==> config.mk <==
export PLATFORM = sky130hd
export DESIGN_NAME = pio_strobe_gen
export DESIGN_NICKNAME = d
export VERILOG_FILES = /design/src/rtl/pio_strobe_gen.sv
export SDC_FILE = /design/constraint.sdc
export NUM_CORES = 1
export LEC_CHECK = 0
export ABC_AREA = 1
export BUFFER_PORTS_ARGS = -buffer_cell sky130_fd_sc_hd__buf_4
export CAP_MARGIN = 5
export CORE_ASPECT_RATIO = 0.5
export CORE_MARGIN = 2
export CORE_UTILIZATION = 50
export CTS_CLUSTER_DIAMETER = 40
export DETAILED_ROUTE_END_ITERATION = 7
export GPL_TIMING_DRIVEN = 0
export PLACE_DENSITY_LB_ADDON = 0.08
export SKIP_CTS_REPAIR_TIMING = 1
export SYNTH_ARGS = -nofsm -noshare
export SYNTH_HDL_FRONTEND = slang
export SYNTH_SLANG_ARGS = --single-unit
==> constraint.sdc <==
create_clock -name clk -period 1.4 [get_ports clk]
set_input_delay 0.21 -clock clk [delete_from_list [all_inputs] [get_ports clk]]
set_output_delay 0.21 -clock clk [all_outputs]
set_load 0.01 [all_outputs]
==> src/rtl/pio_strobe_gen.sv <==
module pio_strobe_gen #(
  parameter int NDEV = 2,
  parameter int BW   = 4,
  localparam int DW  = (NDEV > 1) ? $clog2(NDEV) : 1
) (
  input  logic          clk,
  input  logic          rst_n,
  input  logic          cfg_we,
  input  logic [DW-1:0] cfg_dev,
  input  logic [1:0]    cfg_class,
  input  logic [31:0]   cfg_wdata,
  output logic [31:0]   cfg_rdata,
  input  logic          req,
  input  logic          req_cmd,
  input  logic          req_wr,
  input  logic [DW-1:0] req_dev,
  input  logic [BW-1:0] req_beats,
  output logic          busy,
  output logic          done,
  output logic          dior_n,
  output logic          diow_n
);
  typedef enum logic [1:0] {IDLE, SETUP, ACT, INACT} st_t;

  st_t          st_q;
  logic [31:0]  word_q [NDEV];
  logic [31:0]  mask, nxt_word, sel;
  logic [3:0]   act_q, ina_q, cnt_q;
  logic [3:0]   a_new, i_new;
  logic [2:0]   s_new;
  logic [BW-1:0] beats_q;
  logic         wr_q, done_q;
  logic         start;

  always_comb begin
    case (cfg_class)
      2'd1:    mask = 32'hC1F8FFFF;
      2'd2:    mask = 32'h303800FF;
      2'd3:    mask = 32'h30070000;
      default: mask = 32'hFFFFFFFF;
    endcase
    nxt_word = (cfg_dev < NDEV) ? word_q[cfg_dev] : 32'h0;
    nxt_word = (nxt_word & ~mask) | (cfg_wdata & mask);
    if (cfg_class != 2'd0) nxt_word[31:30] = 2'b00;
  end

  assign cfg_rdata = (cfg_dev < NDEV) ? word_q[cfg_dev] : 32'h0;
  assign sel       = (req_dev < NDEV) ? word_q[req_dev] : 32'h0;
  assign a_new     = req_cmd ? sel[15:12] : sel[7:4];
  assign i_new     = req_cmd ? sel[11:8]  : sel[3:0];
  assign s_new     = req_cmd ? sel[24:22] : sel[21:19];
  assign start     = req && (st_q == IDLE);

  for (genvar g = 0; g < NDEV; g++) begin : g_word
    always_ff @(posedge clk or negedge rst_n)
      if (!rst_n)                         word_q[g] <= 32'h0;
      else if (cfg_we && cfg_dev == DW'(g)) word_q[g] <= nxt_word;
  end

  always_ff @(posedge clk or negedge rst_n) begin
    if (!rst_n) begin
      st_q <= IDLE; cnt_q <= '0; act_q <= '0; ina_q <= '0;
      beats_q <= '0; wr_q <= 1'b0; done_q <= 1'b0;
    end else begin
      done_q <= 1'b0;
      case (st_q)
        IDLE: if (start) begin
          act_q <= a_new; ina_q <= i_new; wr_q <= req_wr; beats_q <= req_beats;
          if (s_new == 3'd0) begin st_q <= ACT;   cnt_q <= a_new; end
          else               begin st_q <= SETUP; cnt_q <= {1'b0, s_new - 3'd1}; end
        end
        SETUP: if (cnt_q == 0) begin st_q <= ACT; cnt_q <= act_q; end
               else cnt_q <= cnt_q - 4'd1;
        ACT:   if (cnt_q == 0) begin st_q <= INACT; cnt_q <= ina_q; end
               else cnt_q <= cnt_q - 4'd1;
        INACT: if (cnt_q != 0) cnt_q <= cnt_q - 4'd1;
               else if (beats_q == 0) begin st_q <= IDLE; done_q <= 1'b1; end
               else begin beats_q <= beats_q - 1'b1; st_q <= ACT; cnt_q <= act_q; end
      endcase
    end
  end

  assign busy   = (st_q != IDLE);
  assign done   = done_q;
  assign dior_n = !((st_q == ACT) && !wr_q);
  assign diow_n = !((st_q == ACT) &&  wr_q);

  assert_strobe_excl_R7: assert property (@(posedge clk) disable iff (!rst_n)
    !(!dior_n && !diow_n));
  assert_done_single_R11: assert property (@(posedge clk) disable iff (!rst_n)
    done |=> !done);
  assert_done_after_inact_R11: assert property (@(posedge clk) disable iff (!rst_n)
    done |-> $past(st_q == INACT));
  assert_snapshot_hold_R10: assert property (@(posedge clk) disable iff (!rst_n)
    (st_q != IDLE) |=> (st_q == IDLE) || ($stable(act_q) && $stable(ina_q) && $stable(wr_q)));
  assert_top_bits_clear_R9: assert property (@(posedge clk) disable iff (!rst_n)
    (cfg_we && cfg_class != 2'd0 && cfg_dev < NDEV) |=> word_q[$past(cfg_dev)][31:30] == 2'b00);
endmodule

==> run metrics, run 1 <==
Skew-Pair Late Insertion Delay=0.34 ns; Reg power frac=35.0%; Comb power frac=39.1%; TritonRoute pass-1 iters=5; period utilization=126%; status=finished with violations; Ant. Diodes=0; clk buf depth=2; Post-Route Skew=0.00652 ns; Post-synth top cells=nand2_1 (225), o21ai_1 (89), dfrtp_1 (84); Slew @ Worst Pin=1.07 ns; Seq/Total Area, Yosys=43.5%; Hold Path Class=primary input to async pin; crit-path cells=nand2_1 -> o21ai_2 -> a21oi_2 -> ha_2 -> ha_4 -> inv_4 -> nor2_4 -> nand3_2 -> nand2_2 -> inv_2 -> nand2_1 -> nand2_1 -> nand2_1; CP max-delay cell=dfrtp_1; Initial Util=51.4%; DP Cell Count=877; Top FF cell, synth=dfrtp_1; Yosys cell types=29; clock tree from TritonCTS=yes; Sw Ratio=36.4%; PortBufs=80; Period minus WS final=1.77 ns; row count=25; Fmax achieved=566 MHz; Post-synth EDFFs=0; Mapped Area=4840 um2; first-pass GRT wire length=21400 um; overall routing resource usage=26.8%; layout cells sized above 1=27.3%; clock slew at the register clock pins of the worst setup and hold paths=0.06 ns; Routed Antenna Nets=0; Synth Instances=662; crit end category=flop; Clock Sinks=84; combinational family with the most area after synthesis=simple AND/OR/NAND/NOR gates; synthesis-stage register bit count=84; DRC=0; post-route insts no fill=907; total number of vias=4668; XOR/XNOR share of the synthesized area=0.181%; CTS H-tree depth=3; TritonCTS buffer count=9; post-synthesis adder-cell area fraction=2.33%; DP Wirelength=9370 um; Pleak=3.19 nW; Crit path arrival time=2.05 ns; Warnings, synthesis=0; Max IR drop VDD=741 uV; Via density=5.15; crit-path max FO=4; Area contributors post-synth=dfrtp_1 (43%), nand2_1 (17%), o21ai_1 (9.2%); setup TNS=-2.23 ns; P_int=6.20 mW; initial detailed-routing violation count=344; Synth top area share=43.5%; Clock Power Share=25.9%; crit-path max cell delay=0.40 ns; synthesized net count=717; core region area=9420 um2; Startpoint Class=flop; share of synthesized flip-flops with an asynchronous set or reset=100%; vias in the first global route=4283; Max-slew headroom=28.5%; simple-gate share of the synthesized area=27.4%; violated checks=setup timing; most common cell in the netlist=nand2_1; gpl congestion=0.847; I/O pin count=82; pin count of the biggest net entering global routing=85; chip width=143 um; gr ovfl total=0; mux contribution to synthesized area=0%; compound-cell area share of the yosys netlist=17.6%; Slew Viols, Final=0; Layout Nets=824; DR WL/cell=15.1 um; Yosys top cell by area=dfrtp_1; Synth Area per Inst=7.31 um2; cell mode on critical path=nand2_1; Setup violations, final=13; clk root buf=clkbuf_16; P_sw=3.56 mW; initial antenna violation count=0; die area=10500 um2; Worst EP required=1.69 ns; Setup Crit Path Kind=flop to flop; RSZ-0062 raised after global routing=true; Max Cap Viol=0; worst setup margin=-0.367 ns; WL final=13700 um; Die Ht=73.6 um; Power Density=1560 nW/um2; final hold viol count=0; Area Growth Syn to Fin=29.2%
[final timing paths]
path                                   end  depth (start not counted)  slack, ns        from
worst max-delay path              cnt_q[2]                         13      -0.37  word_q[20]
worst min-delay path            beats_q[2]                          1       0.05       rst_n
worst max register to register    cnt_q[2]                         13      -0.37  word_q[20]
worst min register to register  word_q[35]                          2       0.48  word_q[35]
max in group asynchronous       word_q[54]                          1       0.65       rst_n
min in group clk                      wr_q                          3       0.09      req_wr
[layer usage]
layer  routed length, um  GRT usage (%)  vias up
met5                   0              0        -
met4                  92           5.61        0
met3                 701           5.41       11
met2                6380           44.0      123
met1                6550           37.2     2216
li1                    -              -     2318
[stage by stage]
| stage | utilization, % | instance area (um2) | power, mW | hold slack, ns | setup slack (ns) |
|---|---|---|---|---|---|
| 2_1_floorplan | - | 4880 | 5.62 | -0.0856 | -0.0492 |
| 3_3_place_gp | 60.0 | 5650 | 6.55 | 0.429 | -0.519 |
| 3_5_place_dp | 60.0 | 5650 | 6.63 | 0.439 | -0.524 |
| 4_1_cts | 63.3 | 5960 | 9.15 | 0.0847 | -0.397 |
| 5_1_grt | 66.4 | 6250 | 10.4 | 0.0932 | -0.498 |
| 6_report | 66.4 | 6250 | 9.76 | 0.0546 | -0.367 |
[power groups by stage]
stage / Sequential (mW) / Combinational (mW) / Clock [mW]
CTS: 3.39 / 3.22 / 2.53
global placement: 3.42 / 3.13 / 0
global route: 3.48 / 4.28 / 2.65
detailed placement: 3.43 / 3.20 / 0
floorplan: 3.35 / 2.27 / 0
finish: 3.42 / 3.81 / 2.53
[critical path, delay by kind of cell, from the launching register on]
family                   cells  cell delay [ns]
buffers and inverters        2             0.08
AND/OR/NAND/NOR              7             0.56
flip-flops                   1             0.40
adder cells (fa/ha/maj)      2             0.39
AO/OA/AOI/OAI                2             0.29
[final cells by class]
cell class	instances	area, um2
flip-flops and latches	84	2100
well taps	135	169
multi-input cells	476	2450
clock inverters	5	78.8
fillers	868	3170
clock buffers	9	225
plain buffers	31	195
repair buffers	96	744
inverters	71	282
[logic make-up (layout without fill, tap and decap cells)]
logic type | count (synthesis) | after routing
and+or+nand+nor | 316 | 316
AOI/OAI and AO/OA | 150 | 150
DFF | 84 | 84
adders and majority gates | 9 | 9
xor gates and xnor gates | 1 | 1
buffers and inverters | 102 | 212
[sequential cells by signal (all words and copies together) (netlist names)]
signal   flops
done         1
wr_q         1
word_q      64
act_q        4
st_q         2
cnt_q        4
ina_q        4
beats_q      4
[placed cells by master (no fill, tap or decap), types with 7 or more instances in the layout]
master	synthesis	layout
buf_6	3	9
buf_4	4	95
buf_2	12	10
o21a_1	7	7
and2_1	23	14
dfrtp_1	84	84
clkbuf_16	0	9
inv_1	64	56
and2_4	0	9
inv_2	6	9
o21ai_0	21	19
nand2_1	225	219
nand3_1	28	25
o21ai_1	89	86
a21oi_1	9	8
o21ai_2	21	26
nor2_1	27	22
nand2_2	6	10
No activity file was read; power rests on OpenSTA's default activity.
==> run 2: changes to the inputs <==
--- a/config.mk
+++ b/config.mk
@@ -19,3 +19,4 @@
 export SYNTH_ARGS = -nofsm -noshare
 export SYNTH_HDL_FRONTEND = slang
 export SYNTH_SLANG_ARGS = --single-unit
+export TNS_END_PERCENT = 50
==> run 2 against run 1 <==
  * Power grew 4.7%
  * Via count shrank 0.13%
  * Combinational power grew 3%
  * Register-to-register slack gained 0.05 ns
  * Clock power grew 13%
  * The flow still finishes with violations (setup timing)
  * First-iteration DRC count shrank 14%
  * Fmax grew 2.9%
  * Worst setup slack gained 0.051 ns
  * Count of clock-buffer cells in the layout grew 2
  * Sequential share of layout area shrank 0.37 points
  * Cell count grew 0.22%
  * Largest power group unchanged
==> run metrics, run 2 (synthesized netlist as in run 1, its figures left out) <==
status=finished with violations; violated checks=setup timing; die area=10500 um2 (unchanged); Biggest register=word_q; Skew-Pair Late Insertion Delay=0.35 ns (about the same); r2r worst-path depth=13 (unchanged); gr ovfl total=0 (unchanged); Pleak=3.23 nW (+1.3%); WP buf/inv=2 (unchanged); clk root buf=clkbuf_16; Max Cap Viol=0 (unchanged); Worst EP required=1.69 ns (about the same); TritonCTS buffer count=9 (unchanged); Routed Antenna Nets=0 (unchanged); Setup Crit Path Kind=flop to flop; commonest non-fill, non-tap cell in the layout=nand2_1; Max IR drop VDD=733 uV (-1.1%); chip width=143 um (unchanged); crit end category=flop; pin count of the biggest net entering global routing=85 (unchanged); total number of vias=4662 (-0.13%); met1 GRT Util=38.8% (+1.6 points); Post-Route Skew=0.00706 ns (+0.000538 ns); worst setup margin=-0.316 ns (+0.0506 ns); clock tree from TritonCTS=yes; Die Ht=73.6 um (unchanged); Layout Utilization=67.1% (+0.74 points); Hold Path Class=primary input to async pin; overall routing resource usage=28.0% (+1.2 points); core region area=9420 um2 (unchanged); Slew Viols, Final=0 (unchanged); PortBufs=80 (unchanged); Fmax achieved=583 MHz (+2.9%); met2 Track Usage GR=44.6% (+0.58 points); GRT met3 Usage=6.84% (+1.4 points); crit-path cells=o21ai_1 -> nor2_1 -> a21oi_2 -> ha_2 -> ha_4 -> inv_4 -> nor2_4 -> nand3_2 -> nand2_2 -> inv_2 -> nand2_2 -> nand2_1 -> nand2_1; Initial Util=51.4% (unchanged); layout cells sized above 1=28.2% (+0.83 points); CTS H-tree depth=3 (unchanged); Clock Sinks=84 (unchanged); Via density=5.13 (-0.35%); clock slew at the register clock pins of the worst setup and hold paths=0.07 ns (about the same); vias in the first global route=4444 (+3.8%); first-pass GRT wire length=22200 um (+3.9%); CP max-delay cell=dfrtp_1; initial antenna violation count=0 (unchanged); Slew @ Worst Pin=1.08 ns (+0.00814 ns); fill count=838 (-3.5%); DR WL/cell=15.2 um (+0.54%); Layout Nets=824 (unchanged); Ant. Diodes=0 (unchanged); Largest register FFs=64 (unchanged); initial detailed-routing violation count=297 (-14%); RSZ-0062 raised after global routing=true; DP Wirelength=9470 um (+1.1%); final hold viol count=0 (unchanged); most frequent cells in the layout=nand2_1 (218), buf_4 (95), o21ai_1 (87), dfrtp_1 (84), inv_1 (58); Area Growth Syn to Fin=30.6%; I/O pin count=82 (unchanged); crit path to=cnt_q[2]; WL final=13800 um (+0.77%); Crit. path cell count=13 (unchanged); gr busiest metal=met2; Crit path max-delay family=simple AND/OR/NAND/NOR gates; Setup violations, final=14 (+1); TritonRoute pass-1 iters=4 (-1); crit-path max cell delay=0.38 ns (-0.02 ns); Period minus WS final=1.72 ns (-0.0506 ns); Max-slew headroom=27.9% (-0.54 points); crit-path max FO=4 (unchanged); DRC=0 (unchanged); worst reg2reg path endpoint=cnt_q[2]; Crit path arrival time=2.01 ns (-0.04 ns); flop2flop setup slack=-0.32 ns (+0.05 ns); Startpoint Class=flop; RR Startpoint=word_q[55]; worst slack, placed=-0.514 ns (+0.0103 ns); clk buf depth=2 (unchanged); row count=25 (unchanged); period utilization=123% (-3.6 points); Crit. Startpoint=word_q[55]; Power Density=1620 nW/um2 (+3.5%); gpl congestion=0.878 (+3.6%)
[run 2: cell types whose count changed in the layout (fill, tap and decap cells not counted), sizes merged]
cell	change
clkbuf	+3
clkinv	-3
buf	-1
bufinv	+1
clkinvlp	+1
inv	+1
[run 2: cell type report]
type | instances | area (um2) | area share [%]
repair buffers | 96 | 744 | 11.8
inverters | 71 | 282 | 4.46
flip-flops and latches | 84 | 2100 | 33.3
clock buffers | 11 | 253 | 4.00
plain buffers | 31 | 196 | 3.11
well taps | 135 | 169 | 2.67
clock inverters | 5 | 106 | 1.68
multi-input cells | 476 | 2470 | 39.0
[run 2: routing by layer]
| layer | wire (um) | part of all wire [%] | vias to the layer above |
|---|---|---|---|
| li1 | - | - | 2313 |
| met1 | 6380 | 46 | 2191 |
| met3 | 871 | 6.3 | 17 |
| met5 | 0 | 0 | - |
| met4 | 153 | 1.1 | 0 |
| met2 | 6420 | 46 | 141 |
[run 2: worst min-delay path by stage]
stage                start       end  slack (ns)  cells after the start
detailed placement  req_wr      wr_q        0.44                      3
finish               rst_n   st_q[1]        0.04                      1
floorplan            rst_n  act_q[0]       -0.09                      0
CTS                 req_wr      wr_q        0.08                      3
global route        req_wr      wr_q        0.08                      3
global placement    req_wr      wr_q        0.43                      3
[run 2: worst reg2reg max path, stage by stage, from the launching register on]
cell and delay [ns]:
dfrtp_1 0.38, o21ai_1 0.12, nor2_1 0.08, a21oi_2 0.17, ha_2 0.22, ha_4 0.15
inv_4 0.04, nor2_4 0.15, nand3_2 0.09, nand2_2 0.08, inv_2 0.04, nand2_2 0.05
nand2_1 0.05, nand2_1 0.05
[run 2: where the power goes]
| part | switching (mW) | internal (mW) | total (mW) |
|---|---|---|---|
| clock network | 1.02 | 1.85 | 2.87 |
| logic | 2.23 | 1.71 | 3.94 |
| registers | 0.402 | 3.01 | 3.41 |
| total | 3.65 | 6.57 | 10.2 |
[run 2: stage by stage]
step | instances | hold slack, ns | total power, mW | TNS (ns) | cell area (um2)
after floorplan | 662 | -0.0856 | 5.62 | -0.106 | 4880
after global placement | 877 | 0.430 | 6.55 | -11.76 | 5650
after detailed placement | 877 | 0.438 | 6.65 | -12.35 | 5650
after CTS | 893 | 0.0767 | 9.53 | -2.78 | 6010
after global routing | 909 | 0.0843 | 10.9 | -3.23 | 6320
final | 909 | 0.0445 | 10.2 | -2.02 | 6320
